[src/rtl/dlf_pkg.sv]
package dlf_pkg;
  typedef enum logic [1:0] {
    VC_NONE  = 2'd0,
    VC_PULSE = 2'd1,
    VC_SETUP = 2'd2,
    VC_HOLD  = 2'd3
  } viol_cause_e;

  localparam int NUM_CTL = 4;
  // control vector bit order: {clr_n, xfer_n, wstb_n, sel_n}
  localparam int CTL_SEL  = 0;
  localparam int CTL_WSTB = 1;
  localparam int CTL_XFER = 2;
  localparam int CTL_CLR  = 3;
endpackage

[src/rtl/dlf_sync.sv]
module dlf_sync #(
  parameter int          W       = 12,
  parameter logic [W-1:0] RST_VAL = '0
) (
  input  logic         clk,
  input  logic         rst,
  input  logic [W-1:0] d,
  output logic [W-1:0] q
);
  logic [W-1:0] stage1;

  always_ff @(posedge clk) begin
    if (rst) begin
      stage1 <= RST_VAL;
      q      <= RST_VAL;
    end else begin
      stage1 <= d;
      q      <= stage1;
    end
  end
endmodule

[src/rtl/dlf_regs.sv]
module dlf_regs #(
  parameter int DW = 8
) (
  input  logic          clk,
  input  logic          rst,
  input  logic          sel_n,
  input  logic          wstb_n,
  input  logic          xfer_n,
  input  logic          clr_n,
  input  logic [DW-1:0] din,
  output logic [DW-1:0] dac_q,
  output logic          zero_ovr
);
  logic [DW-1:0] stage_q;
  logic          stage_open;
  logic          out_open;
  logic [DW-1:0] stage_next;

  assign stage_open = !sel_n && !wstb_n;
  assign out_open   = !xfer_n && !wstb_n;
  // the output stage sees the bus directly when the staging stage is open
  assign stage_next = stage_open ? din : stage_q;

  always_ff @(posedge clk) begin
    if (rst || !clr_n) begin
      stage_q <= '0;
      dac_q   <= '0;
    end else begin
      stage_q <= stage_next;
      if (out_open) dac_q <= stage_next;
    end
  end

  always_ff @(posedge clk) begin
    if (rst) zero_ovr <= 1'b0;
    else     zero_ovr <= !clr_n && stage_open && out_open;
  end

  p_hold_on_strobe_high_r5: assert property (@(posedge clk) disable iff (rst)
    (wstb_n && clr_n) |=> ($stable(dac_q) && $stable(stage_q)));

  p_hold_when_unselected_r5: assert property (@(posedge clk) disable iff (rst)
    (sel_n && xfer_n && clr_n) |=> ($stable(dac_q) && $stable(stage_q)));

  p_clear_zeroes_r7: assert property (@(posedge clk) disable iff (rst)
    (!clr_n) |=> (dac_q == '0 && stage_q == '0));

  p_transparent_follow_r4: assert property (@(posedge clk) disable iff (rst)
    (!sel_n && !wstb_n && !xfer_n && clr_n) |=> (dac_q == $past(din)));

  p_override_zero_r6: assert property (@(posedge clk) disable iff (rst)
    zero_ovr |-> (dac_q == '0));
endmodule

[src/rtl/dlf_tmon.sv]
module dlf_tmon
  import dlf_pkg::*;
#(
  parameter int DW        = 8,
  parameter int PW_CYC    = 23,
  parameter int SETUP_CYC = 23,
  parameter int HOLD_CYC  = 3
) (
  input  logic               clk,
  input  logic               rst,
  input  logic               viol_clr,
  input  logic [NUM_CTL-1:0] ctl_n,
  input  logic [DW-1:0]      din,
  output logic               flag,
  output logic [1:0]         cause
);
  localparam int MAXLIM = (PW_CYC > SETUP_CYC) ? PW_CYC : SETUP_CYC;
  localparam int CW     = $clog2(MAXLIM + 2);
  localparam int HW     = $clog2(HOLD_CYC + 1) + 1;

  logic [NUM_CTL-1:0] prev_v;
  logic [NUM_CTL-1:0] short_v;

  for (genvar i = 0; i < NUM_CTL; i++) begin : g_line
    logic [CW-1:0] low_cnt;
    logic          prev;
    always_ff @(posedge clk) begin
      if (rst) begin
        low_cnt <= '0;
        prev    <= 1'b1;
      end else begin
        prev <= ctl_n[i];
        if (ctl_n[i])              low_cnt <= '0;
        else if (low_cnt != '1)    low_cnt <= low_cnt + 1'b1;
      end
    end
    assign prev_v[i]  = prev;
    assign short_v[i] = ctl_n[i] && !prev && (low_cnt < CW'(PW_CYC));
  end

  logic [DW-1:0] d_prev;
  logic [CW-1:0] stab_cnt;
  logic [HW-1:0] hold_cnt;
  logic          d_chg;
  logic          load_rise;
  logic          setup_bad;
  logic          hold_bad;
  viol_cause_e   cause_q;

  assign d_chg     = (din != d_prev);
  assign load_rise = ctl_n[CTL_WSTB] && !prev_v[CTL_WSTB] &&
                     (!prev_v[CTL_SEL] || !prev_v[CTL_XFER]);
  assign setup_bad = load_rise && (stab_cnt < CW'(SETUP_CYC));
  assign hold_bad  = (hold_cnt != '0) && d_chg;

  always_ff @(posedge clk) begin
    if (rst) begin
      d_prev   <= '0;
      stab_cnt <= '0;
      hold_cnt <= '0;
    end else begin
      d_prev <= din;
      if (d_chg)                  stab_cnt <= '0;
      else if (stab_cnt != '1)    stab_cnt <= stab_cnt + 1'b1;
      if (load_rise)              hold_cnt <= HW'(HOLD_CYC);
      else if (hold_cnt != '0)    hold_cnt <= hold_cnt - 1'b1;
    end
  end

  always_ff @(posedge clk) begin
    if (rst || viol_clr) begin
      flag    <= 1'b0;
      cause_q <= VC_NONE;
    end else if (!flag) begin
      if (|short_v) begin
        flag    <= 1'b1;
        cause_q <= VC_PULSE;
      end else if (setup_bad) begin
        flag    <= 1'b1;
        cause_q <= VC_SETUP;
      end else if (hold_bad) begin
        flag    <= 1'b1;
        cause_q <= VC_HOLD;
      end
    end
  end

  assign cause = cause_q;

  p_flag_sticky_r12: assert property (@(posedge clk) disable iff (rst)
    (flag && !viol_clr) |=> (flag && $stable(cause_q)));

  p_clear_wins_r12: assert property (@(posedge clk) disable iff (rst)
    viol_clr |=> !flag);

  p_cause_with_flag_r9: assert property (@(posedge clk) disable iff (rst)
    flag |-> (cause_q != VC_NONE));

  p_no_cause_idle_r1: assert property (@(posedge clk) disable iff (rst)
    !flag |-> (cause_q == VC_NONE));
endmodule

[src/rtl/dac_load_front.sv]
module dac_load_front
  import dlf_pkg::*;
#(
  parameter int DW        = 8,
  parameter int CLK_PS    = 4000,
  parameter int PW_MIN_PS = 90000,
  parameter int SETUP_PS  = 90000,
  parameter int HOLD_PS   = 10000
) (
  input  logic          clk,
  input  logic          rst,
  input  logic          sel_n,
  input  logic          wstb_n,
  input  logic          xfer_n,
  input  logic          clr_n,
  input  logic [DW-1:0] bus_in,
  input  logic          viol_clr,
  output logic [DW-1:0] dac_code,
  output logic          zero_ovr,
  output logic          viol_flag,
  output logic [1:0]    viol_cause
);
  localparam int PW_CYC    = (PW_MIN_PS + CLK_PS - 1) / CLK_PS;
  localparam int SETUP_CYC = (SETUP_PS + CLK_PS - 1) / CLK_PS;
  localparam int HOLD_CYC  = (HOLD_PS + CLK_PS - 1) / CLK_PS;
  localparam int SW        = DW + NUM_CTL;
  localparam logic [SW-1:0] SYNC_IDLE = {{NUM_CTL{1'b1}}, {DW{1'b0}}};

  logic [SW-1:0]      raw_v;
  logic [SW-1:0]      sync_v;
  logic [NUM_CTL-1:0] ctl_s;
  logic [DW-1:0]      din_s;

  assign raw_v = {clr_n, xfer_n, wstb_n, sel_n, bus_in};

  dlf_sync #(.W(SW), .RST_VAL(SYNC_IDLE)) u_sync (
    .clk (clk),
    .rst (rst),
    .d   (raw_v),
    .q   (sync_v)
  );

  assign ctl_s = sync_v[SW-1:DW];
  assign din_s = sync_v[DW-1:0];

  dlf_regs #(.DW(DW)) u_regs (
    .clk      (clk),
    .rst      (rst),
    .sel_n    (ctl_s[CTL_SEL]),
    .wstb_n   (ctl_s[CTL_WSTB]),
    .xfer_n   (ctl_s[CTL_XFER]),
    .clr_n    (ctl_s[CTL_CLR]),
    .din      (din_s),
    .dac_q    (dac_code),
    .zero_ovr (zero_ovr)
  );

  dlf_tmon #(
    .DW(DW), .PW_CYC(PW_CYC), .SETUP_CYC(SETUP_CYC), .HOLD_CYC(HOLD_CYC)
  ) u_tmon (
    .clk      (clk),
    .rst      (rst),
    .viol_clr (viol_clr),
    .ctl_n    (ctl_s),
    .din      (din_s),
    .flag     (viol_flag),
    .cause    (viol_cause)
  );
endmodule

[config.mk]
export PLATFORM = sky130hd
export DESIGN_NAME = dac_load_front
export DESIGN_NICKNAME = d
export VERILOG_FILES = /design/src/rtl/dlf_pkg.sv /design/src/rtl/dlf_sync.sv /design/src/rtl/dlf_regs.sv /design/src/rtl/dlf_tmon.sv /design/src/rtl/dac_load_front.sv
export SDC_FILE = /design/constraint.sdc
export NUM_CORES = 1
export LEC_CHECK = 0
export BUFFER_PORTS_ARGS = -buffer_cell sky130_fd_sc_hd__buf_2
export CAP_MARGIN = 20
export CORE_MARGIN = 5
export CORE_UTILIZATION = 40
export DETAILED_ROUTE_END_ITERATION = 7
export GPL_ROUTABILITY_DRIVEN = 0
export SLEW_MARGIN = 20
export SYNTH_ARGS = -nofsm -noshare
export SYNTH_HDL_FRONTEND = slang
export SYNTH_SLANG_ARGS = --single-unit
[constraint.sdc]
create_clock -name clk -period 4.45 [get_ports clk]
set_input_delay 0.6675 -clock clk [delete_from_list [all_inputs] [get_ports clk]]
set_output_delay 0.6675 -clock clk [all_outputs]
set_load 0.05 [all_outputs]
* After elaboration in Yosys (flattened, before gate mapping)
Index checks and enable logic that the tools add are counted.
Storage, ports and cells: word-level logic and storage cells 84, memories 0, bits in read-only memories 0, flip-flop bits (word level) 84, bits of input ports 15, bits in latches 0, output and inout port bits 12, RAM bits 0
Operators by class: shift-type cells 0, muxes and demuxes 10, bitwise logic cells 1, order comparisons 5, divide/modulo/power cells 0, equal/unequal tests 6, multiply operators 0, add/subtract/negate cells 6, reduce and logical (&&, ||, !) cells 37
Operator list (number):
- adder 5 x 1 -> 5 bit, second input constant | 5
- < comparator 5 bit, second input constant | 5
- inequality test 5 bit, second input constant | 5
- logical AND 1 bit | 15
- OR reduction 2 bit | 6
- two-way mux 2 bit | 5
- zero test 1 bit | 8
- two-way mux 8 bit | 1
- inequality test 8 bit | 1
- nonzero test 3 bit | 2
- two-way mux 1 bit | 4
- OR reduction 4 bit | 1
- logical OR 1 bit | 3
- subtractor 3 x 1 -> 3 bit, second input constant | 1
- AND reduction 2 bit | 1
- nonzero test 2 bit | 1
- NOT 1 bit | 1

* Depth between registers and ports, before layout
depth in word-level cells 7, depth in mapped cells 7, depth with buffers taken out 6

* Modules after synthesis
A second synthesis with hierarchy kept.
Second synthesis, totals: cells, all modules 335, area total of the unflattened synthesis 3248.1 um2
By module, submodules not included:
- dlf_tmon | cells an instance 200, seq. area each 860.8 um2, instances 1, area each 1896.8 um2
- dlf_regs | cells an instance 85, seq. area each 340.3 um2, instances 1, area each 703.2 um2
- dlf_sync | cells an instance 50, seq. area each 480.5 um2, instances 1, area each 648.1 um2

* Worst setup path after synthesis
OpenSTA, ideal clock, no wires.
path type reg-to-reg, from register u_tmon.g_line[3].low_cnt[0], to register u_tmon.g_line[3].low_cnt[3], path buffers 1, data arrival time 1500 ps, required time 4380 ps, setup time 70 ps, clock period less this slack 1570 ps, slack 2880 ps, cell stages (with the launch flop) 7, cells stage by stage dfxtp_1 ha_1 and3_1 ha_1 clkbuf_1 or3_1 a21oi_1
Between the ends: word-level cells in the longest chain between the ends 1, elaborated cells on any way between the ends 2, classes of those cells 1 x add/sub; 1 x eq/ne
Ends and longest elaborated chain:
- start, declared | RTL line dlf_tmon.sv:25 | logic [CW-1:0] low_cnt;
- start signal, assigned | RTL line dlf_tmon.sv:34 | else if (low_cnt != '1) low_cnt <= low_cnt + 1'b1;
- adder 5 x 1 -> 5 bit / inequality test 5 bit (equally long branches) | RTL line dlf_tmon.sv:34
Several ways; a longest one is shown, not always the timed one. A chain may end at the register's enable or synchronous reset.

* Worst setup path in the final report
from register u_tmon.flag, to output port viol_flag
RTL lines:
- start, declared | RTL line dlf_tmon.sv:14 | output logic flag,
- start signal, assigned | RTL line dlf_tmon.sv:72 | flag <= 1'b0;
- start signal, assigned | RTL line dlf_tmon.sv:76 | flag <= 1'b1;
- start signal, assigned | RTL line dlf_tmon.sv:79 | flag <= 1'b1;
- end, declared | RTL line dac_load_front.sv:20 | output logic viol_flag,
No word-level cell between the ends.

==> flow_metrics.py <==
metrics = {
    "cts": {
        "cts_made_buffers": 9,
        "cts_tree": "done",
        "clockBufferDepth": 2,
        "path_clk_slew_ns": 0.08,
        "clock_latency_ns": 0.34,
        "cts_setup_buffers": 0,
        "cts-root-buf": "clkbuf_8",
        "ctsResizeCount": 0,
        "h-tree-depth": 3,
        "numClockSinks": 84,
        "hold_buffers": 0,
    },
    "pwr": {
        "p_leak_nw": 1.47,
        "peakVddDrop_v": 0.000223,
        "power.density_nw_per_um2": 455,
        "power_mw": 1.63,
    },
    "timing": {
        "final.setup.worst_slack_ns": 2.74,
        "fmax_mhz": 586,
        "setup_tns_ns": 0,
        "finalHoldViolations": 0,
        "fin_crit_sh_pct": 38.3,
        "min_period_ns": 1.71,
        "skew_ns": 0.0110,
        "setup_viol": 0,
        "slew_headroom_pct": 40.2,
        "maxSlewViolCount": 0,
        "rsz0062_at_grt": "false",
        "worst_slew_pin_slew_ns": 0.894,
    },
    "floorplan": {
        "rows": 32,
        "io_pins": 27,
        "core_um2": 7650,
        "die_height_um": 98.1,
        "die_w_um": 98.1,
        "start_util_pct": 40.6,
        "dieArea_um2": 9620,
    },
    "cells_and_area": {
        "drive_gt1_share_pct": 17.1,
        "area_delta_synth_final_pct": 15.1,
        "nets": 356,
        "num_antenna_cells": 0,
        "fillCellCount": 739,
    },
    "worst_setup_path": {
        "cp_top_family": "flip-flops",
        "start_kind": "flip-flop",
        "reg2reg_from": "u_tmon.g_line[3].low_cnt[0]",
        "critPathBufInv": 1,
        "critPathKind": "reg -> out",
        "cp-startpoint": "u_tmon.flag",
        "setup.worst_path.end_class": "primary output",
        "crit_required_ns": 3.78,
        "cp_slowest_cell": "dfxtp_1",
        "cp.arrival_ns": 1.04,
        "crit_fanout": 5,
        "cp_slowest_stage_delay_ns": 0.41,
        "path_cells": "buf_2",
    },
    "synth": {
        "synth_fp_nets": 331,
        "synth-simple-area-share_pct": 20.2,
        "synth_xor_area_share_pct": 6.49,
        "synth_top_family_by_area": "simple AND/OR/NAND/NOR gates",
        "synthMuxAreaShare_pct": 6.13,
        "yosys.area_share.adder_pct": 4.84,
        "ys_top_cells_by_area": "dfxtp_1 (54%), nor2b_1 (6.9%), mux2i_1 (6.1%)",
        "yosys_warnings": 0,
        "synth_area_leader_cell": "dfxtp_1",
        "syn_avg_cell_area_um2": 10.2,
        "netlist_instances": 304,
        "yosysSeqAreaShare_pct": 54.2,
        "synthesis.area_um2": 3100,
        "synth-compound-area-share_pct": 6.05,
        "ys_ff_latch": 84,
        "synth_cell_types": 31,
        "synth_top_area_share_pct": 54.2,
    },
    "routing": {
        "viasPerCell": 4.46,
        "drt_iter0_markers": 52,
        "first_pass_iters": 4,
        "drc_errors": 0,
        "detail_route.wl_per_cell_um": 11.1,
        "totalWireLength_um": 4840,
        "route.vias.total": 1944,
        "final_antenna_net_count": 0,
    },
    "placement": {
        "hpwl_um": 3500,
        "pre_cts_slack_ns": 2.41,
        "io_buffers": 26,
    },
    "grt": {
        "grt_pass1_wl_um": 8540,
        "track_usage_pct": 11.2,
        "gr-total-overflow": 0,
        "grt_max_degree": 43,
        "grt_pass1_vias": 1853,
        "antenna_found_initial": 0,
    },
    "flow_run": {
        "drv_cap": 0,
    },
    "hold_path": {
        "min_from": "u_sync.stage1[9]",
        "hp-class": "reg -> reg",
    },
    "run_status": {
        "status": "finished, final reports clean",
    },
}
==> Yosys cell counts <==
| cell type | number |
|---|---|
| a211oi_1 | 8 |
| a21oi_1 | 5 |
| a31o_2 | 1 |
| a31oi_1 | 1 |
| and2_1 | 1 |
| and3_1 | 10 |
| buf_2 | 1 |
| clkbuf_1 | 11 |
| dfxtp_1 | 84 |
| ha_1 | 12 |
| inv_1 | 5 |
| mux2i_1 | 19 |
| nand2_1 | 10 |
| nand2b_1 | 4 |
| nand3_1 | 2 |
| nand3b_1 | 1 |
| nor2_1 | 43 |
| nor2_2 | 1 |
| nor2b_1 | 34 |
| nor3_1 | 1 |
| nor4_1 | 2 |
| o21a_1 | 1 |
| o21ai_0 | 7 |
| o221a_1 | 1 |
| o2bb2ai_1 | 1 |
| o31a_1 | 1 |
| o41ai_2 | 1 |
| or2_2 | 12 |
| or3_1 | 1 |
| xnor2_1 | 18 |
| xor2_1 | 5 |
==> final timing paths <==
kind              slack, ns  depth (start not counted)                     endpoint
setup / recovery       2.74                          1                    viol_flag
hold / removal         0.41                          1                  u_sync.q[9]
hold reg to reg        0.41                          1                  u_sync.q[9]
setup reg to reg       2.84                          5  u_tmon.g_line[3].low_cnt[3]
==> layout by cell type, fill, tap and decap left out, drive strengths merged, types with 2 or more instances in the layout <==
| cell type | netlist | final |
|---|---|---|
| nand3 | 2 | 2 |
| nor4 | 2 | 2 |
| ha | 12 | 12 |
| dfxtp | 84 | 84 |
| nor2 | 44 | 44 |
| o21ai | 7 | 7 |
| nor2b | 34 | 34 |
| buf | 1 | 26 |
| and3 | 10 | 10 |
| xnor2 | 18 | 18 |
| mux2i | 19 | 19 |
| bufinv | 0 | 3 |
| clkbuf | 11 | 11 |
| inv | 5 | 6 |
| or2 | 12 | 12 |
| nand2b | 4 | 4 |
| a21oi | 5 | 5 |
| nand2 | 10 | 10 |
| xor2 | 5 | 5 |
| a211oi | 8 | 8 |
==> final cells by class <==
type                            instances  area [um^2]  share of cell area (%)
Clock buffer                           11          151                    4.24
Tap cell                              102          128                    3.57
Multi-Input combinational cell        203         1360                    38.0
Sequential cell                        84         1680                    47.1
Timing Repair Buffer                   26          130                    3.64
Inverter                                5         18.8                   0.525
Clock inverter                          5          106                    2.98
==> stage by stage <==
stage               utilization [%]  instance area, um^2  std cells  hold slack (ns)
global placement               43.4                 3320        420            0.391
floorplan                         -                 3100        304            0.389
finish                         46.7                 3570        436            0.411
CTS                            46.7                 3570        436            0.412
detailed placement             43.4                 3320        420            0.392
global route                   46.7                 3570        436            0.426
==> power by group <==
part / leakage (nW) / internal (mW) / switching [mW]
clock network: 0.126 / 0.405 / 0.261
registers: 0.685 / 0.784 / 0.0198
logic: 0.657 / 0.0676 / 0.0883
==> routing by layer <==
metal	routed length (um)	GRT usage [%]	vias up
li1	-	-	1051
met2	2050	15.7	29
met1	2530	15.5	857
met4	99	5.11	0
met3	164	3.64	7
met5	0	0	-
==> state kept, by name (all words and copies together), names as in the netlist <==
register               flops
u_sync.stage1             12
u_tmon.flag                1
u_sync.q                  12
u_regs.zero_ovr            1
u_tmon.d_prev              8
u_tmon.g_line.low_cnt     20
u_tmon.hold_cnt            3
u_tmon.g_line.prev         4
u_tmon.cause               2
u_regs.dac_q               8
u_regs.stage_q             8
u_tmon.stab_cnt            5
==> logic make-up after synthesis <==
family	after synthesis
adder cells (fa/ha/maj)	12
AND/OR/NAND/NOR	122
flip-flops	84
AO/OA/AOI/OAI	27
buffers and inverters	17
XOR/XNOR	23
multiplexers	19
Power figures use the tool's default switching activity.
